$ cat config.mk
export PLATFORM = sky130hd
export DESIGN_NAME = lsalign_top
export DESIGN_NICKNAME = d
export VERILOG_FILES = /design/src/rtl/lsalign_pkg.sv /design/src/rtl/lsalign_load_fmt.sv /design/src/rtl/lsalign_store_fmt.sv /design/src/rtl/lsalign_we_dec.sv /design/src/rtl/lsalign_mdr_reg.sv /design/src/rtl/lsalign_top.sv
export SDC_FILE = /design/constraint.sdc
export NUM_CORES = 1
export LEC_CHECK = 0
export ABC_AREA = 1
export ABC_CLOCK_PERIOD_IN_PS = 800
export BUFFER_PORTS_ARGS = -buffer_cell sky130_fd_sc_hd__buf_2
export CAP_MARGIN = 20
export CORE_MARGIN = 3
export CORE_UTILIZATION = 38
export DETAILED_ROUTE_END_ITERATION = 12
export GPL_TIMING_DRIVEN = 0
export PLACE_DENSITY_LB_ADDON = 0.25
export SLEW_MARGIN = 15
export SYNTH_ARGS = -nofsm -noshare
export SYNTH_HDL_FRONTEND = slang
export SYNTH_SLANG_ARGS = --single-unit
export TNS_END_PERCENT = 100
$ cat constraint.sdc
create_clock -name clk -period 0.8 [get_ports clk]
set_input_delay 0.16 -clock clk [delete_from_list [all_inputs] [get_ports clk]]
set_output_delay 0.16 -clock clk [all_outputs]
set_load 0.03 [all_outputs]
$ cat src/rtl/lsalign_pkg.sv
package lsalign_pkg;

    localparam int DEF_WORD_W = 16;
    localparam int DEF_BYTE_W = 8;

    typedef enum logic {
        DIR_RD = 1'b0,
        DIR_WR = 1'b1
    } dir_e;

    typedef enum logic {
        SZ_BYTE = 1'b0,
        SZ_WORD = 1'b1
    } size_e;

    typedef struct packed {
        dir_e  dir;
        size_e size;
        logic  en;
    } access_t;

endpackage

$ cat src/rtl/lsalign_load_fmt.sv
module lsalign_load_fmt
    import lsalign_pkg::*;
#(
    parameter int WORD_W = DEF_WORD_W,
    parameter int BYTE_W = DEF_BYTE_W,
    parameter int LANES  = WORD_W / BYTE_W,
    parameter int IDX_W  = (LANES > 1) ? $clog2(LANES) : 1
) (
    input  logic [WORD_W-1:0] word_i,
    input  logic [IDX_W-1:0]  lane_i,
    input  size_e             size_i,
    output logic [WORD_W-1:0] bus_o
);
    localparam int EXT_W = WORD_W - BYTE_W;

    logic [BYTE_W-1:0] lane_bytes [LANES];
    logic [BYTE_W-1:0] picked;
    logic [WORD_W-1:0] extended;

    for (genvar g = 0; g < LANES; g++) begin : g_split
        assign lane_bytes[g] = word_i[g*BYTE_W +: BYTE_W];
    end

    assign picked   = lane_bytes[lane_i];
    assign extended = {{EXT_W{picked[BYTE_W-1]}}, picked};

    always_comb begin
        if (size_i == SZ_WORD) bus_o = word_i;
        else                   bus_o = extended;
    end
endmodule

$ cat src/rtl/lsalign_store_fmt.sv
module lsalign_store_fmt
    import lsalign_pkg::*;
#(
    parameter int WORD_W = DEF_WORD_W,
    parameter int BYTE_W = DEF_BYTE_W,
    parameter int LANES  = WORD_W / BYTE_W
) (
    input  logic [WORD_W-1:0] src_i,
    input  size_e             size_i,
    output logic [WORD_W-1:0] data_o
);
    for (genvar g = 0; g < LANES; g++) begin : g_lane
        assign data_o[g*BYTE_W +: BYTE_W] =
            (size_i == SZ_WORD) ? src_i[g*BYTE_W +: BYTE_W] : src_i[BYTE_W-1:0];
    end
endmodule

$ cat src/rtl/lsalign_we_dec.sv
module lsalign_we_dec
    import lsalign_pkg::*;
#(
    parameter int LANES = DEF_WORD_W / DEF_BYTE_W,
    parameter int IDX_W = (LANES > 1) ? $clog2(LANES) : 1
) (
    input  access_t          ctl_i,
    input  logic [IDX_W-1:0] lane_i,
    output logic [LANES-1:0] we_o,
    output logic             misalign_o
);
    always_comb begin
        we_o       = '0;
        misalign_o = 1'b0;
        if (ctl_i.en) begin
            if (ctl_i.size == SZ_WORD) begin
                if (lane_i != '0)             misalign_o = 1'b1;
                else if (ctl_i.dir == DIR_WR) we_o = '1;
            end else if (ctl_i.dir == DIR_WR) begin
                we_o[lane_i] = 1'b1;
            end
        end
    end
endmodule

$ cat src/rtl/lsalign_mdr_reg.sv
module lsalign_mdr_reg #(
    parameter int WORD_W = 16
) (
    input  logic              clk,
    input  logic              rst,
    input  logic              ld_i,
    input  logic [WORD_W-1:0] d_i,
    output logic [WORD_W-1:0] q_o
);
    always_ff @(posedge clk) begin
        if (rst)       q_o <= '0;
        else if (ld_i) q_o <= d_i;
    end
endmodule

$ cat src/rtl/lsalign_top.sv
module lsalign_top
    import lsalign_pkg::*;
#(
    parameter int WORD_W = DEF_WORD_W,
    parameter int BYTE_W = DEF_BYTE_W,
    parameter int LANES  = WORD_W / BYTE_W,
    parameter int IDX_W  = (LANES > 1) ? $clog2(LANES) : 1
) (
    input  logic              clk,
    input  logic              rst,
    input  logic              mdr_ld_i,
    input  logic              rw_i,
    input  logic              size_i,
    input  logic              mem_en_i,
    input  logic [IDX_W-1:0]  lane_i,
    input  logic [WORD_W-1:0] mem_rdata_i,
    input  logic [WORD_W-1:0] src_i,
    output logic [WORD_W-1:0] mdr_o,
    output logic [WORD_W-1:0] load_bus_o,
    output logic [LANES-1:0]  we_o,
    output logic              misalign_o
);
    localparam int EXT_W = WORD_W - BYTE_W;

    access_t           ctl;
    logic [WORD_W-1:0] store_word;
    logic [WORD_W-1:0] mdr_next;

    assign ctl.dir  = dir_e'(rw_i);
    assign ctl.size = size_e'(size_i);
    assign ctl.en   = mem_en_i;

    lsalign_store_fmt #(.WORD_W(WORD_W), .BYTE_W(BYTE_W), .LANES(LANES)) u_store (
        .src_i  (src_i),
        .size_i (ctl.size),
        .data_o (store_word)
    );

    assign mdr_next = (ctl.dir == DIR_WR) ? store_word : mem_rdata_i;

    lsalign_mdr_reg #(.WORD_W(WORD_W)) u_mdr (
        .clk  (clk),
        .rst  (rst),
        .ld_i (mdr_ld_i),
        .d_i  (mdr_next),
        .q_o  (mdr_o)
    );

    lsalign_load_fmt #(.WORD_W(WORD_W), .BYTE_W(BYTE_W), .LANES(LANES), .IDX_W(IDX_W)) u_load (
        .word_i (mdr_o),
        .lane_i (lane_i),
        .size_i (ctl.size),
        .bus_o  (load_bus_o)
    );

    lsalign_we_dec #(.LANES(LANES), .IDX_W(IDX_W)) u_we (
        .ctl_i      (ctl),
        .lane_i     (lane_i),
        .we_o       (we_o),
        .misalign_o (misalign_o)
    );


    byte_sext_chk: assert property (@(posedge clk) disable iff (rst)
        !size_i |-> load_bus_o[WORD_W-1:BYTE_W] == {EXT_W{load_bus_o[BYTE_W-1]}});


    word_pass_chk: assert property (@(posedge clk) disable iff (rst)
        size_i |-> load_bus_o == mdr_o);


    mdr_hold_chk: assert property (@(posedge clk) disable iff (rst)
        !mdr_ld_i |=> $stable(mdr_o));


    mdr_read_chk: assert property (@(posedge clk) disable iff (rst)
        (mdr_ld_i && !rw_i) |=> mdr_o == $past(mem_rdata_i));


    word_store_chk: assert property (@(posedge clk) disable iff (rst)
        (mdr_ld_i && rw_i && size_i) |=> mdr_o == $past(src_i));


    byte_store_chk: assert property (@(posedge clk) disable iff (rst)
        (mdr_ld_i && rw_i && !size_i) |=>
            (mdr_o[BYTE_W-1:0] == $past(src_i[BYTE_W-1:0])) &&
            (mdr_o[WORD_W-1:BYTE_W] == mdr_o[BYTE_W-1:0]));


    we_idle_chk: assert property (@(posedge clk) disable iff (rst)
        !(rw_i && mem_en_i) |-> we_o == '0);


    byte_we_chk: assert property (@(posedge clk) disable iff (rst)
        (rw_i && mem_en_i && !size_i) |-> ($countones(we_o) == 1) && we_o[lane_i]);


    word_we_chk: assert property (@(posedge clk) disable iff (rst)
        (rw_i && mem_en_i && size_i && lane_i == '0) |-> we_o == '1);


    misalign_chk: assert property (@(posedge clk) disable iff (rst)
        misalign_o |-> (we_o == '0) && size_i && mem_en_i && lane_i != '0);
endmodule

=== Yosys cells after proc, flatten, opt, wreduce, memory -nomap -nowiden ===
Index checks and enable logic that the tools add are counted.

* Magnitude comparators: 3
* Muxes and demuxes: 16
* Bitwise operators: 1
* Reductions and logical operators: 1

{| class="wikitable"
|+ Operators by type and width
! cell !! number
|-
| 16-bit 2-to-1 mux || 2
|-
| 8-bit 2-to-1 mux || 4
|-
| 2-bit 2-to-1 mux || 5
|-
| 1-bit 2-to-1 mux || 4
|-
| 2-bit greater-or-equal comparator, second input constant || 1
|-
| 1-bit by 2-bit < comparator with 1-bit output, second input constant || 1
|-
| 1-bit NOT with 2-bit output || 1
|-
| 1-bit demux with 1-bit select || 1
|-
| 1-bit greater-or-equal comparator, second input constant || 1
|-
| 1-bit logical AND || 1
|}

* Register bits: 16
* Logic and storage cells: 22

=== Logic depth before layout (Yosys ltp) ===
* Depth after elaboration: 7
* Gate-level depth with buffers: 7
* Gate-level depth less buffers: 5

=== By module ===
From an unflattened synthesis, not the netlist that was laid out.

* Cells, all modules: 245
* Area total of the unflattened synthesis: 1,355.0 um2

{| class="wikitable"
|+ Modules (own cells, without submodules)
! module !! instances !! cells an instance !! area an instance (um2)
|-
| lsalign_mdr_reg || 1 || 101 || 670.6
|-
| lsalign_top || 1 || 52 || 244.0
|-
| lsalign_load_fmt || 1 || 49 || 234.0
|-
| lsalign_store_fmt || 1 || 34 || 165.2
|-
| lsalign_we_dec || 1 || 9 || 41.3
|}

=== Worst setup path before layout ===
Ideal clock, no wire load.

* Path type: reg2out
* From: register u_mdr.q_o[7]
* To: output load_bus_o[7]
* Data arrival time: 1,297 ps
* Slack: -657 ps
* Cell stages (with the launch flop): 3
* Path buffers: 0
* Cells stage by stage: dfxtp_1 > inv_1 > o21ai_0

* Cells in the longest elaborated chain, start to end: 4

{| class="wikitable"
|+ RTL lines
! item !! line !! RTL
|-
| start, declared || lsalign_mdr_reg.sv:8 || <nowiki>output logic [WORD_W-1:0] q_o</nowiki>
|-
| start signal, assigned || lsalign_mdr_reg.sv:12 || <nowiki>else if (ld_i) q_o <= d_i;</nowiki>
|-
| 8-bit 2-to-1 mux (implied by the code) (3 in a row) || lsalign_load_fmt.sv:24 || <nowiki>assign picked = lane_bytes[lane_i];</nowiki>
|-
| 16-bit 2-to-1 mux (*) || lsalign_load_fmt.sv:28 || <nowiki>if (size_i == SZ_WORD) bus_o = word_i;</nowiki>
|-
| end, declared || lsalign_top.sv:19 || <nowiki>output logic [WORD_W-1:0] load_bus_o,</nowiki>
|}

Mark *: on every way between the ends. The rest lies on a longest branch, timed or not. The select of a mux whose other input is x is not followed.

=== Worst setup path in the final report ===
* From: register u_mdr.q_o[15]
* To: output load_bus_o[11]

* Cells in the longest elaborated chain, start to end: 4

{| class="wikitable"
|+ RTL lines
! item !! line
|-
| 8-bit 2-to-1 mux (implied by the code) (3 in a row) || lsalign_load_fmt.sv:24
|-
| 16-bit 2-to-1 mux || lsalign_load_fmt.sv:28
|}

Every way passes these cells. The select of a mux whose other input is x is not followed.

==> out/metrics.cfg <==
[outcome]
status = complete, but fails checks
violations = setup timing

[yosys]
synth_nets = 231
ys_types = 16
synth_top_area_share_pct = 28.2
synth-seq-area-share_pct = 28.2
synth_most_common_cell = nand2_1
synth_flop_cell = dfxtp_1
yosysWarnings = 0
syn_avg_cell_area_um2 = 5.91
synthCells = 192
yosys_register_bits = 16
synth_edf_count = 0
synth.largest_area_cell = dfxtp_1
syn_area_um2 = 1130
synthTopCellsByCount = nand2_1 (51), inv_1 (35), a21oi_1 (17), nor2_1 (17), o21ai_0 (17)
synth.area.top_cells = dfxtp_1 (28%), nand2_1 (17%), inv_1 (12%)
async_flop_share_pct = 0

[global_route]
grt_usage_pct = 23.3
grt_pass1_vias = 1429
grt_pass1_wl_um = 6320
grt-ovfl-total = 0
grt_max_degree = 19
antenna_found_initial = 0

[placement]
numPortBuffers = 70
dp_slack_ns = -0.518
hpwl_um = 2860
place_congestion = 0.872
dpl_cell_area_um2 = 1600

[clock_network]
cts.sinks = 16
clock_latency_ns = 0.28
root_buffer = clkbuf_4
clock_path_buffers = 2
cts_hold_buf = 0
htree_levels = 1
clk_pin_slew_ns = 0.11
cts_buffers = 3
cts_tree = yes

[hold_path]
min_path_type = in -> reg
worstHoldStart = mem_rdata_i[4]
hold_depth = 5
min_to = u_mdr.q_o[4]

[route]
drtIter0Drc = 87
routed_via_density = 4.88
drtPass1Iterations = 4
vias = 1526
wire_per_inst_um = 14.0
drc = 0
wl_um = 4370
antenna_left = 0

[critical_path]
critPathLaunchType = flip-flop
worst-path-buf-inv = 1
critPathCaptureType = primary output
crit_slowest_cell = dfxtp_4
r2r-end = u_mdr.q_o[12]
crit_chain = nand2_4 -> o211ai_1 -> buf_4
reg2reg_slack_ns = -0.07
worstRegToRegCells = 4
timing.rr.start = u_mdr.q_o[12]
crit_type = reg -> out
crit_fanout = 8
critPathMaxStageDelay_ns = 0.38
critPathTopFamily = flip-flops
required_ns = 0.64
arrival_ns = 1.09

[final_layout]
fillers = 214
fin_nets = 322
layout-drive-gt1-share_pct = 52.1
multiInputGateArea_um2 = 702
area.growth.synth_to_final_pct = 82.9
register_area_um2 = 365
largest_register = u_mdr.q_o
diodes = 0
largest_reg_flops = 16
top_regs = u_mdr.q_o x16
fin_area_um2 = 2080

[power_and_ir_drop]
power.leakage_nw = 1.13
peakVddDrop_v = 0.000995
power_density_nw_per_um2 = 1290
power_mw = 2.68

[sta]
drv_slew = 0
fin_ws_ns = -0.452
max_slew_margin_pct = 78.6
fin_crit_ns = 1.25
rsz0062_at_grt = yes
setup_violations = 38
max_freq_ghz = 0.799
hold_viol = 0
worstMarginPinSlew_ns = 0.321
period_share_pct = 157
fin_worst_skew_ns = 0

[floorplan]
die_w_um = 60.7
start_util_pct = 40.5
dieHeight_um = 60.7
io_pins = 74
core-area_um2 = 2810
dieArea_um2 = 3680
rows = 19

[flow_run]
drv_cap = 0

## kinds of logic after synthesis
logic type,count (synthesis),share of synthesized area (%)
and+or+nand+nor,87,31.8
buffers and inverters,48,20.4
DFF,16,28.2
AOI/OAI and AO/OA,41,19.6
## layout make-up
class / instances / share of cell area (%)
sequential: 16 / 17.6
timing repair buffer: 88 / 34.5
multi-input combinational: 128 / 33.8
buffer: 8 / 3.80
clock buffer: 4 / 1.27
tap: 31 / 1.87
inverter: 38 / 7.11
## report_power, final
part           leakage, nW  switching (mW)  internal [mW]
clock network       0.0150           0.274          0.194
logic                0.979           0.722          0.571
registers            0.141          0.0605          0.855
total                 1.13            1.06           1.62
## metrics by stage
stage	TNS (ns)	cells	hold slack [ns]	util [%]
2_1_floorplan	-4.54	192	0.351	-
3_3_place_gp	-8.30	293	0.445	57.2
3_5_place_dp	-8.47	293	0.444	57.2
4_1_cts	-9.79	309	0.144	70.6
5_1_grt	-11.24	313	0.157	74.0
6_report	-10.18	313	0.140	74.0
## layout by cell type (no fill, tap or decap)
cell type and instances:
inv_2 9, nor2_1 14, inv_4 2, buf_8 1
nand3_1 16, clkbuf_2 1, dfxtp_4 10, buf_2 34
o21ai_2 11, inv_1 27, clkbuf_1 1, o211ai_1 7
clkbuf_4 3, buf_12 1, a21oi_1 17, nand2_1 47
dfxtp_2 6, nor3b_4 1, nand2_8 1, nor2_4 3
buf_4 21, o21ai_0 2, nand2_4 5, buf_6 38
o21ai_1 4
## routing by layer
metal | routed length (um) | global-route usage [%]
met1 | 1760 | 27.2
met2 | 2200 | 42.9
met3 | 381 | 4.68
met4 | 18 | 6.50
met5 | 0 | 0
## timing repair
action | CTS | global route
gates cloned | 0 | 0
setup buffers | 13 | 7
endpoints found under the setup margin | 35 | 40
pin swaps | 8 | 11
resized for setup | 89 | 24
## tightest hold or removal path: stages
cell	delay, ns
buf_2	0.07
nand2_1	0.04
nand3_1	0.06
nand2_1	0.04
inv_1	0.04
## how the worst max path moves through the flow
stage | from | to | slack (ns) | cells after the start
finish | u_mdr.q_o[15] | load_bus_o[11] | -0.45 | 3
global route | u_mdr.q_o[15] | load_bus_o[8] | -0.49 | 3
CTS | u_mdr.q_o[7] | load_bus_o[11] | -0.45 | 3
detailed placement | size_i | load_bus_o[11] | -0.52 | 7
global placement | size_i | load_bus_o[8] | -0.52 | 7
floorplan | u_mdr.q_o[11] | load_bus_o[11] | -0.30 | 2
Power figures use the tool's default switching activity.
